### config.mk
export PLATFORM = sky130hd
export DESIGN_NAME = soft_mute_gain
export DESIGN_NICKNAME = d
export VERILOG_FILES = /design/src/rtl/smute_pkg.sv /design/src/rtl/smute_coef_rom.sv /design/src/rtl/smute_ramp_ctrl.sv /design/src/rtl/smute_gain_mul.sv /design/src/rtl/soft_mute_gain.sv
export SDC_FILE = /design/constraint.sdc
export NUM_CORES = 2
export LEC_CHECK = 0
export ABC_CLOCK_PERIOD_IN_PS = 9300
export BUFFER_PORTS_ARGS = -buffer_cell sky130_fd_sc_hd__buf_2
export CORE_AREA = 2 2 258 260
export CTS_BUF_LIST = sky130_fd_sc_hd__clkbuf_8
export DETAILED_ROUTE_END_ITERATION = 7
export DIE_AREA = 0 0 260 262
export GPL_TIMING_DRIVEN = 0
export PLACE_DENSITY = 0.71
export SKIP_LAST_GASP = 1
export SYNTH_ARGS = -nofsm -noshare
export SYNTH_HDL_FRONTEND = slang
export SYNTH_SLANG_ARGS = --single-unit
### constraint.sdc
create_clock -name clk -period 9.3 [get_ports clk]
set_input_delay 0.93 -clock clk [delete_from_list [all_inputs] [get_ports clk]]
set_output_delay 0.93 -clock clk [all_outputs]
set_load 0.05 [all_outputs]
### src/rtl/smute_pkg.sv
package smute_pkg;
  localparam int STEPS     = 32;
  localparam int IDX_W     = 6;
  localparam int COEF_W    = 16;
  localparam int FRAC_W    = 15;
  localparam int ATT_SHIFT = 2;
  localparam logic [IDX_W-1:0]  IDX_SILENT = IDX_W'(STEPS);
  localparam logic [COEF_W-1:0] COEF_UNITY = COEF_W'(1 << FRAC_W);

  typedef logic [IDX_W-1:0]  idx_t;
  typedef logic [COEF_W-1:0] coef_t;
  typedef enum logic {DIR_UP = 1'b0, DIR_DOWN = 1'b1} ramp_dir_e;
endpackage

### src/rtl/smute_coef_rom.sv
module smute_coef_rom
  import smute_pkg::*;
(
  input  logic  clk,
  input  logic  rd_en,
  input  idx_t  addr,
  output coef_t data
);
  // raised-cosine gain table, Q1.15, index STEPS is the silent state
  function automatic coef_t lookup(idx_t a);
    coef_t v;
    case (a)
      6'd0:  v = 16'd32768;
      6'd1:  v = 16'd32689;
      6'd2:  v = 16'd32453;
      6'd3:  v = 16'd32063;
      6'd4:  v = 16'd31521;
      6'd5:  v = 16'd30833;
      6'd6:  v = 16'd30007;
      6'd7:  v = 16'd29049;
      6'd8:  v = 16'd27969;
      6'd9:  v = 16'd26778;
      6'd10: v = 16'd25486;
      6'd11: v = 16'd24107;
      6'd12: v = 16'd22654;
      6'd13: v = 16'd21140;
      6'd14: v = 16'd19580;
      6'd15: v = 16'd17990;
      6'd16: v = 16'd16384;
      6'd17: v = 16'd14778;
      6'd18: v = 16'd13188;
      6'd19: v = 16'd11628;
      6'd20: v = 16'd10114;
      6'd21: v = 16'd8661;
      6'd22: v = 16'd7282;
      6'd23: v = 16'd5990;
      6'd24: v = 16'd4799;
      6'd25: v = 16'd3719;
      6'd26: v = 16'd2761;
      6'd27: v = 16'd1935;
      6'd28: v = 16'd1247;
      6'd29: v = 16'd705;
      6'd30: v = 16'd315;
      6'd31: v = 16'd79;
      default: v = '0;
    endcase
    return v;
  endfunction

  coef_t rom_q;

  always_ff @(posedge clk) begin
    if (rd_en) rom_q <= lookup(addr);
  end

  assign data = rom_q;
endmodule

### src/rtl/smute_ramp_ctrl.sv
module smute_ramp_ctrl
  import smute_pkg::*;
#(
  parameter int HOLD_FRAMES = 31
) (
  input  logic clk,
  input  logic rst,
  input  logic adv,
  input  logic mute_req,
  output idx_t idx,
  output logic busy
);
  localparam int DW_W = (HOLD_FRAMES > 1) ? $clog2(HOLD_FRAMES) : 1;
  localparam logic [DW_W-1:0] DW_LAST = DW_W'(HOLD_FRAMES - 1);

  idx_t            idx_q, idx_d;
  logic [DW_W-1:0] dwell_q, dwell_d, start;
  ramp_dir_e       dir_q, dir_d;
  logic            busy_q, busy_d, at_end;

  always_comb begin
    idx_d   = idx_q;
    dwell_d = dwell_q;
    dir_d   = dir_q;
    busy_d  = busy_q;
    start   = dwell_q;
    at_end  = 1'b0;
    if (adv) begin
      dir_d  = mute_req ? DIR_DOWN : DIR_UP;
      start  = (dir_d != dir_q) ? '0 : dwell_q;
      at_end = mute_req ? (idx_q == IDX_SILENT) : (idx_q == '0);
      if (at_end) begin
        dwell_d = '0;
      end else if (start == DW_LAST) begin
        dwell_d = '0;
        idx_d   = mute_req ? idx_q + idx_t'(1) : idx_q - idx_t'(1);
      end else begin
        dwell_d = start + DW_W'(1);
      end
      busy_d = mute_req ? (idx_d != IDX_SILENT) : (idx_d != '0);
    end
  end

  always_ff @(posedge clk) begin
    if (rst) begin
      idx_q   <= '0;
      dwell_q <= '0;
      dir_q   <= DIR_UP;
      busy_q  <= 1'b0;
    end else begin
      idx_q   <= idx_d;
      dwell_q <= dwell_d;
      dir_q   <= dir_d;
      busy_q  <= busy_d;
    end
  end

  assign idx  = idx_q;
  assign busy = busy_q;

  AST_IDX_BOUND: assert property (@(posedge clk) disable iff (rst)
    idx_q <= IDX_SILENT) else $error("ramp index out of range");
  AST_DWELL_BOUND: assert property (@(posedge clk) disable iff (rst)
    dwell_q <= DW_LAST) else $error("dwell count out of range");
  AST_MUTE_NEVER_RISES: assert property (@(posedge clk) disable iff (rst)
    (adv && mute_req) |=> (idx_q >= $past(idx_q))) else $error("gain rose while muting");
  AST_RELEASE_NEVER_FALLS: assert property (@(posedge clk) disable iff (rst)
    (adv && !mute_req) |=> (idx_q <= $past(idx_q))) else $error("gain fell while released");
  AST_HOLD_BETWEEN_FRAMES: assert property (@(posedge clk) disable iff (rst)
    !adv |=> ($stable(idx_q) && $stable(busy_q))) else $error("state moved without a frame");
endmodule

### src/rtl/smute_gain_mul.sv
module smute_gain_mul
  import smute_pkg::*;
#(
  parameter int SAMPLE_W = 24
) (
  input  logic                       clk,
  input  logic                       rst,
  input  logic                       en,
  input  logic signed [SAMPLE_W-1:0] smp,
  input  coef_t                      coef,
  input  logic                       att,
  output logic signed [SAMPLE_W-1:0] res
);
  localparam int PW       = SAMPLE_W + COEF_W + 1;
  localparam int SH_UNITY = FRAC_W;
  localparam int SH_ATT   = FRAC_W + ATT_SHIFT;
  localparam logic signed [PW-1:0] RND_UNITY = PW'(64'sd1 <<< (SH_UNITY - 1));
  localparam logic signed [PW-1:0] RND_ATT   = PW'(64'sd1 <<< (SH_ATT - 1));
  localparam logic signed [PW-1:0] SAT_HI =
    $signed({{(PW-SAMPLE_W+1){1'b0}}, {(SAMPLE_W-1){1'b1}}});
  localparam logic signed [PW-1:0] SAT_LO =
    $signed({{(PW-SAMPLE_W+1){1'b1}}, {(SAMPLE_W-1){1'b0}}});

  logic signed [PW-1:0]       smp_x, coef_x, prod, biased, scaled;
  logic signed [SAMPLE_W-1:0] res_d;
  logic [PW-1:0]              mag_in, mag_out;

  assign smp_x  = PW'(smp);
  assign coef_x = $signed({{(PW-COEF_W){1'b0}}, coef});
  assign prod   = smp_x * coef_x;
  assign biased = prod + (att ? RND_ATT : RND_UNITY);
  assign scaled = att ? (biased >>> SH_ATT) : (biased >>> SH_UNITY);

  always_comb begin
    if (scaled > SAT_HI)      res_d = SAT_HI[SAMPLE_W-1:0];
    else if (scaled < SAT_LO) res_d = SAT_LO[SAMPLE_W-1:0];
    else                      res_d = scaled[SAMPLE_W-1:0];
  end

  always_ff @(posedge clk) begin
    if (rst)     res <= '0;
    else if (en) res <= res_d;
  end

  assign mag_in  = smp_x[PW-1]  ? -smp_x  : smp_x;
  assign mag_out = scaled[PW-1] ? -scaled : scaled;

  AST_NO_OVERFLOW: assert property (@(posedge clk) disable iff (rst)
    en |-> (mag_out <= mag_in)) else $error("scaled sample exceeds input");
endmodule

### src/rtl/soft_mute_gain.sv
module soft_mute_gain
  import smute_pkg::*;
#(
  parameter int SAMPLE_W    = 24,
  parameter int HOLD_FRAMES = 31
) (
  input  logic                       clk,
  input  logic                       rst,
  input  logic                       in_valid,
  input  logic signed [SAMPLE_W-1:0] in_left,
  input  logic signed [SAMPLE_W-1:0] in_right,
  input  logic                       mute_n,
  input  logic                       atten_n,
  output logic                       out_valid,
  output logic signed [SAMPLE_W-1:0] out_left,
  output logic signed [SAMPLE_W-1:0] out_right,
  output logic                       ramp_busy
);
  localparam int N_CH = 2;

  idx_t  cur_idx;
  coef_t coef1;
  logic  v1, att1;
  logic signed [SAMPLE_W-1:0] smp_in [N_CH];
  logic signed [SAMPLE_W-1:0] smp1   [N_CH];
  logic signed [SAMPLE_W-1:0] smp_out[N_CH];
  logic signed [SAMPLE_W-1:0] s1_left;

  assign smp_in[0] = in_left;
  assign smp_in[1] = in_right;

  smute_ramp_ctrl #(.HOLD_FRAMES(HOLD_FRAMES)) ramp_i (
    .clk      (clk),
    .rst      (rst),
    .adv      (in_valid),
    .mute_req (~mute_n),
    .idx      (cur_idx),
    .busy     (ramp_busy)
  );

  smute_coef_rom rom_i (
    .clk   (clk),
    .rd_en (in_valid),
    .addr  (cur_idx),
    .data  (coef1)
  );

  always_ff @(posedge clk) begin
    if (rst) begin
      v1        <= 1'b0;
      att1      <= 1'b0;
      out_valid <= 1'b0;
    end else begin
      v1        <= in_valid;
      out_valid <= v1;
      if (in_valid) att1 <= ~atten_n;
    end
  end

  for (genvar ch = 0; ch < N_CH; ch++) begin : g_ch
    always_ff @(posedge clk) begin
      if (rst)           smp1[ch] <= '0;
      else if (in_valid) smp1[ch] <= smp_in[ch];
    end

    smute_gain_mul #(.SAMPLE_W(SAMPLE_W)) mul_i (
      .clk  (clk),
      .rst  (rst),
      .en   (v1),
      .smp  (smp1[ch]),
      .coef (coef1),
      .att  (att1),
      .res  (smp_out[ch])
    );
  end

  assign out_left  = smp_out[0];
  assign out_right = smp_out[1];
  assign s1_left   = smp1[0];

  AST_OUT_FOLLOWS: assert property (@(posedge clk) disable iff (rst)
    v1 |=> out_valid) else $error("frame lost in pipeline");
  AST_NO_SPURIOUS_OUT: assert property (@(posedge clk) disable iff (rst)
    !v1 |=> !out_valid) else $error("output valid without frame");
  AST_SILENT_IS_ZERO: assert property (@(posedge clk) disable iff (rst)
    (v1 && coef1 == '0) |=> (out_left == '0 && out_right == '0)) else $error("silent gain leaked");
  AST_UNITY_PASS: assert property (@(posedge clk) disable iff (rst)
    (v1 && coef1 == COEF_UNITY && !att1) |=> (out_left == $past(s1_left))) else $error("unity gain altered sample");
endmodule

# After elaboration in Yosys (flattened, before gate mapping)
# Memories as Yosys holds them, arrays and structs flattened. A register that Yosys moved wholly into a read port is not among the register bits.
# Index checks and enable logic that the tools add are counted.
word_totals:
  ramBits: 48
  latchBits: 0
  in_bits: 53
  out_inout_bits: 50
  register_bits: 64
  word_cells: 55
  romBits: 512
  n_memories: 2
op_classes:
  order_cmp: 4
  bitwise_logic: 3
  n_eq_ne: 4
  reduce_logical: 2
  addsub: 5
  n_shift: 0
  div: 0
  mul: 2
  mux: 24
memory_table:
  columns: ["name", "words", "width", "read_ports", "rd_clocked_by_memory_dff", "write_ports", "line_no", "text"]
  rows:
  - ["(name not given)", 32, 16, 1, 1, 0, "smute_coef_rom.sv:12", "case (a)"]
  - ["smp1", 2, 24, 2, 0, 2, "soft_mute_gain.sv:25", "logic signed [SAMPLE_W-1:0] smp1 [N_CH];"]
ops:
  columns: ["op", "n"]
  rows:
  - ["$mux 24", 6]
  - ["$add 41x18->41", 2]
  - ["$mul 24x17->41", 2]
  - ["$gt 26x24->1 const B", 2]
  - ["$lt 26x24->1 const B", 2]
  - ["$mux 25", 2]
  - ["$mux 6", 4]
  - ["$mux 17", 1]
  - ["$mux 5", 3]
  - ["$mux 1", 8]
  - ["$add 6x1->6 const B", 1]
  - ["$eq 6x6->1 const B", 1]
  - ["$logic_not 6->1", 1]
  - ["$ne 6x6->1 const B", 1]
  - ["$reduce_bool 6->1", 1]
  - ["$sub 6x1->6 const B", 1]
  - ["$add 5x1->5 const B", 1]
  - ["$eq 5x5->1 const B", 1]
  - ["$or 1x1->1", 2]
  - ["$ne 1x1->1", 1]
  - ["$not 1->1", 1]

# Depth between registers and ports, before layout
logic_depth:
  ltp_word: 9
  depth_mapped: 28
  depth_no_buf: 24

# Hierarchy
# From an unflattened synthesis, not the netlist that was laid out.
unflattened:
  hier_cells: 4004
  hier_area_um2: 36143.4
by_module_without_submodules:
  columns: ["module", "cells_each", "instances", "area_per_inst_um2"]
  rows:
  - ["smute_gain_mul at g_ch[1].mul_i", 1827, 1, 16011.6]
  - ["smute_gain_mul at g_ch[0].mul_i", 1807, 1, 15964.1]
  - ["soft_mute_gain", 110, 1, 1880.6]
  - ["smute_coef_rom", 157, 1, 1387.6]
  - ["smute_ramp_ctrl", 103, 1, 899.6]

# Least setup slack after synthesis
# OpenSTA, ideal clock, no wires.
synth_path:
  path_type: "reg2reg"
  from: "reg rom_i.rom_q[2], in the netlist rom_i.data[2]"
  to: "reg g_ch[1].mul_i.res[0]"
  path_stages_with_launch: 26
  slack_ns: 2.284
  arrival_ns: 6.937
  setup_ns: 0.079
  synth_period_minus_slack_ns: 7.016
  path_buffers: 4
  path_cell_list: "edfxtp_1 clkbuf_1 clkbuf_1 nand2_1 fa_1 fa_1 inv_1 fa_1 fa_1 fa_1 inv_1 fa_1 inv_1 ha_1 buf_2 nand2_1 nor2_1 nand4_1 or3_1 a31o_1 o311a_1 o41ai_2 buf_4 a21o_1 o21ai_1 a211oi_2"
synth_via:
  elab_chain_cells: 6
  elab_cells_between_ends: 7
  classes_between: "add/sub (1); mul (1); order compare (2); mux (3)"
synth_rtl:
  columns: ["item", "line_no", "text"]
  rows:
  - ["start: declaration", "smute_coef_rom.sv:50", "coef_t rom_q;"]
  - ["$mul 24x17->41 *", "smute_gain_mul.sv:30", "assign prod = smp_x * coef_x;"]
  - ["$add 41x18->41 *", "smute_gain_mul.sv:31", "assign biased = prod + (att ? RND_ATT : RND_UNITY);"]
  - ["$mux 25", "smute_gain_mul.sv:32", "assign scaled = att ? (biased >>> SH_ATT) : (biased >>> SH_UNITY);"]
  - ["$lt 26x24->1", "smute_gain_mul.sv:36", "else if (scaled < SAT_LO) res_d = SAT_LO[SAMPLE_W-1:0];"]
  - ["$mux 24", "smute_gain_mul.sv:36", null]
  - ["$mux 24 *", "smute_gain_mul.sv:35", "if (scaled > SAT_HI) res_d = SAT_HI[SAMPLE_W-1:0];"]
  - ["end signal: assignment", "smute_gain_mul.sv:42", "else if (en) res <= res_d;"]
  - ["end: declaration", "smute_gain_mul.sv:12", "output logic signed [SAMPLE_W-1:0] res"]
# Every way passes the cells marked *; elsewhere a longest branch is shown, timed or not.
# A chain may end at the register's enable or synchronous reset.

# Worst setup path in the final report
layout_path:
  from: "reg rom_i.rom_q[8], in the netlist rom_i.data[8]"
  to: "reg g_ch[1].mul_i.res[21]"
# The elaborated chain is that of the path after synthesis.

==> results_tabular.tex <==
\begin{tabular}{lr}
\hline
Metric & Value \\
\hline
\multicolumn{2}{l}{\textbf{Critical path}} \\
Signal arrival time at the worst endpoint & 9.46 ns \\
Critical path class & reg -> reg \\
Nature of the critical path endpoint & register \\
Critical path data required time & 9.72 ns \\
Kind of cell adding the most delay to the critical path & adder cells \\
Crit-path max cell delay & 0.83 ns \\
Buf/Inv on CP & 7 \\
Critical path's most frequent cell & sky130\_fd\_sc\_hd\_\_fa\_1 \\
Largest fanout on the critical path & 10 \\
CP Launch Type & register \\
Critical path's slowest cell & sky130\_fd\_sc\_hd\_\_clkbuf\_1 \\
\multicolumn{2}{l}{\textbf{Synthesis}} \\
FFs w/ async S/R, synth & 0\% \\
Share of the synthesized area in the top cell type & 42.6\% \\
Warnings from Yosys & 0 \\
Number of register bits inferred by synthesis & 128 \\
Post-synth EDFFs & 64 \\
Top cells by count, synth & sky130\_fd\_sc\_hd\_\_inv\_1 (1052), sky130\_fd\_sc\_hd\_\_fa\_1 (755), sky130\_fd\_sc\_hd\_\_and2\_1 (531) \\
Area of the mapped netlist & 35500 um2 \\
Syn Inst Count & 3995 \\
Ys flop type & sky130\_fd\_sc\_hd\_\_edfxtp\_1 \\
Seq/Total Area, Yosys & 9.03\% \\
Synthesized netlist net count & 5052 \\
Post-Syn Area per Cell & 8.88 um2 \\
Library cell with the largest summed area after synthesis & sky130\_fd\_sc\_hd\_\_fa\_1 \\
Count leader, synth & sky130\_fd\_sc\_hd\_\_inv\_1 \\
Largest cells by area after synthesis & sky130\_fd\_sc\_hd\_\_fa\_1 (43\%), sky130\_fd\_sc\_hd\_\_inv\_1 (11\%), sky130\_fd\_sc\_hd\_\_and2\_1 (9.4\%) \\
Synth unique cells & 84 \\
\multicolumn{2}{l}{\textbf{CTS}} \\
CTS Buffer Depth & 2 \\
Sink count of the clock tree & 128 \\
Clock-pin transition on the worst setup and hold timing paths & 0.10 ns \\
Worst-skew pair later-pin latency & 0.60 ns \\
Root buf cell & sky130\_fd\_sc\_hd\_\_clkbuf\_8 \\
TritonCTS buffer count & 17 \\
Number of buffers inserted to repair setup after CTS & 0 \\
Total number of H-tree levels & 4 \\
Clock tree from TritonCTS & done \\
\multicolumn{2}{l}{\textbf{Route}} \\
First-pass DRT Iterations & 6 \\
DR iter-0 viols & 2280 \\
Residual antenna-violating net count after detailed routing & 0 \\
Via-to-Cell Ratio & 5.50 \\
Vias post-DR & 27500 \\
Average wire per cell in the routed design & 20.5 um \\
Number of design rule violations left after detail routing & 0 \\
Detailed Route WL & 102000 um \\
\multicolumn{2}{l}{\textbf{GRT}} \\
Total routing resource utilization after global routing & 31.7\% \\
First-pass GRT wire length & 161000 um \\
Maximum number of pins on one net before global-route repair & 31 \\
Grt total ovfl & 0 \\
Vias in the first global route & 28300 \\
Initial antenna violation count & 9 \\
\multicolumn{2}{l}{\textbf{Finish}} \\
Growth of design area from synthesis to finish & 5.88\% \\
Post-layout utilization of the core & 57.6\% \\
Layout Nets & 5173 \\
Proportion of layout cells with a drive suffix above 1 & 4.72\% \\
Number of filler instances in the final layout & 5910 \\
Design area & 37600 um2 \\
\multicolumn{2}{l}{\textbf{Placement}} \\
Post-detailed-placement cell area & 37100 um2 \\
HPWL after DPL & 84300 um \\
Placer's final routability congestion estimate & 0.977 \\
Count of input and output buffers & 101 \\
\multicolumn{2}{l}{\textbf{Timing}} \\
Upper clock frequency limit & 0.111 GHz \\
Hold\_ws & 0.479 ns \\
Worst-Margin Slew & 1.25 ns \\
Count of final hold-check violations & 0 \\
Final number of max-transition violations & 0 \\
Max Clock Skew & 0.0336 ns \\
RSZ-0062 raised after global routing & false \\
Setup Viol. Count Final & 0 \\
Crit share post-route & 97.1\% \\
Normalized max-slew margin & 16.7\% \\
Clock period minus worst slack & 9.03 ns \\
Aggregate negative setup slack & 0 ns \\
\multicolumn{2}{l}{\textbf{Power}} \\
Pwr dens & 359 nW/um2 \\
Total power of the final layout & 13.5 mW \\
Leakage power of the design & 19.2 nW \\
Largest voltage drop on the vdd net & 0.429 mV \\
\multicolumn{2}{l}{\textbf{Status}} \\
Run status & finished clean \\
\multicolumn{2}{l}{\textbf{Floorplan}} \\
Area enclosed by the die boundary & 68100 um2 \\
Die W & 260 um \\
Vertical die dimension & 262 um \\
Placement Rows & 94 \\
Boundary pin count & 103 \\
Standard cell core area & 65300 um2 \\
Starting density of the core & 54.4\% \\
\multicolumn{2}{l}{\textbf{Run}} \\
Maximum Capacitance Violations & 0 \\
\multicolumn{2}{l}{\textbf{Hold path}} \\
HP Class & reg -> reg \\
\hline
\end{tabular}
==> cells by family (layout without fill, tap and decap cells) <==
family / Yosys count / after routing / synth area share (%)
buffers and inverters: 1248 / 1382 / 13.3
and+or+nand+nor: 1147 / 1147 / 16.6
adders and majority gates: 1004 / 1004 / 51.4
AOI/OAI and AO/OA: 380 / 380 / 7.37
DFF: 128 / 128 / 9.03
xor gates and xnor gates: 74 / 74 / 1.83
muxes: 14 / 14 / 0.441
other: 0 / 11 / 0
==> path summary, 6_finish.rpt <==
kind                                   from                                  to  slack (ns)  depth (start not counted)
min          ramp_i.dwell_q[4]$_SDFFE_PP0P_      ramp_i.dwell_q[4]$_SDFFE_PP0P_        0.48                          1
max reg2reg     rom_i.data[8]$_SDFFCE_PP0P_  g_ch[1].mul_i.res[21]$_SDFFE_PP0P_        0.27                         25
max             rom_i.data[8]$_SDFFCE_PP0P_  g_ch[1].mul_i.res[21]$_SDFFE_PP0P_        0.27                         25
min reg2reg  ramp_i.dwell_q[4]$_SDFFE_PP0P_      ramp_i.dwell_q[4]$_SDFFE_PP0P_        0.48                          1
==> cell type report <==
| cell class | instances | area (um2) | share of cell area (%) |
|---|---|---|---|
| clock buffer | 17 | 234 | 0.623 |
| tap | 864 | 1080 | 2.88 |
| multi-input combinational | 2619 | 27600 | 73.4 |
| antenna | 11 | 27.5 | 0.0733 |
| buffer | 194 | 786 | 2.09 |
| inverter | 1054 | 3960 | 10.5 |
| sequential | 128 | 3200 | 8.52 |
| clock inverter | 15 | 189 | 0.503 |
| timing repair buffer | 102 | 526 | 1.40 |
==> routing by layer <==
metal / wire [um] / global-route usage, %
met1: 39200 / 41.0
met2: 46700 / 50.2
met3: 10300 / 7.11
met4: 5940 / 15.8
met5: 168 / 1.60
==> power breakdown <==
group / internal [mW] / total (mW) / switching [mW] / leakage [nW]
Clock: 0.252 / 0.585 / 0.332 / 0.214
Combinational: 4.36 / 12.1 / 7.75 / 17.7
Sequential: 0.693 / 0.792 / 0.0983 / 1.20
Total: 5.30 / 13.5 / 8.18 / 19.2
==> flip-flops by register name (all words and copies together) (netlist names), 5 cells and up <==
register	cells
ramp_i.idx	6
ramp_i.dwell_q	5
rom_i.data	16
g_ch.mul_i.res	48
smp1	48
==> what timing repair did <==
| item | in CTS | in global routing |
|---|---|---|
| hold buffers | 0 | 0 |
| resized for setup | 0 | 18 |
| setup endpoints to repair | 0 | 43 |
==> layout by cell type, fill, tap and decap left out, types with 12 or more instances in the layout <==
cell / n
sky130_fd_sc_hd__edfxtp_1: 64
sky130_fd_sc_hd__dfxtp_1: 64
sky130_fd_sc_hd__a21o_1: 33
sky130_fd_sc_hd__a311oi_1: 18
sky130_fd_sc_hd__nand4_1: 18
sky130_fd_sc_hd__buf_2: 117
sky130_fd_sc_hd__and2_1: 531
sky130_fd_sc_hd__o21bai_1: 12
sky130_fd_sc_hd__a31oi_1: 15
sky130_fd_sc_hd__nand3_1: 28
sky130_fd_sc_hd__o211ai_1: 13
sky130_fd_sc_hd__clkbuf_1: 164
sky130_fd_sc_hd__xor2_1: 26
sky130_fd_sc_hd__nor2_1: 110
sky130_fd_sc_hd__o21ai_0: 73
sky130_fd_sc_hd__a211oi_1: 20
sky130_fd_sc_hd__fa_1: 755
sky130_fd_sc_hd__xnor2_1: 47
sky130_fd_sc_hd__nor3_1: 24
sky130_fd_sc_hd__ha_1: 249
sky130_fd_sc_hd__a21oi_1: 91
sky130_fd_sc_hd__inv_1: 1051
sky130_fd_sc_hd__clkbuf_8: 17
sky130_fd_sc_hd__nand2_1: 385
==> stage by stage <==
step | std cells | setup WS (ns)
6_report | 5004 | 0.268
5_1_grt | 4994 | 0.0357
4_1_cts | 4993 | 0.0140
3_5_place_dp | 4961 | 0.0985
3_3_place_gp | 4960 | 0.161
2_1_floorplan | 3995 | 2.28
(Power assumes the default switching activity.)
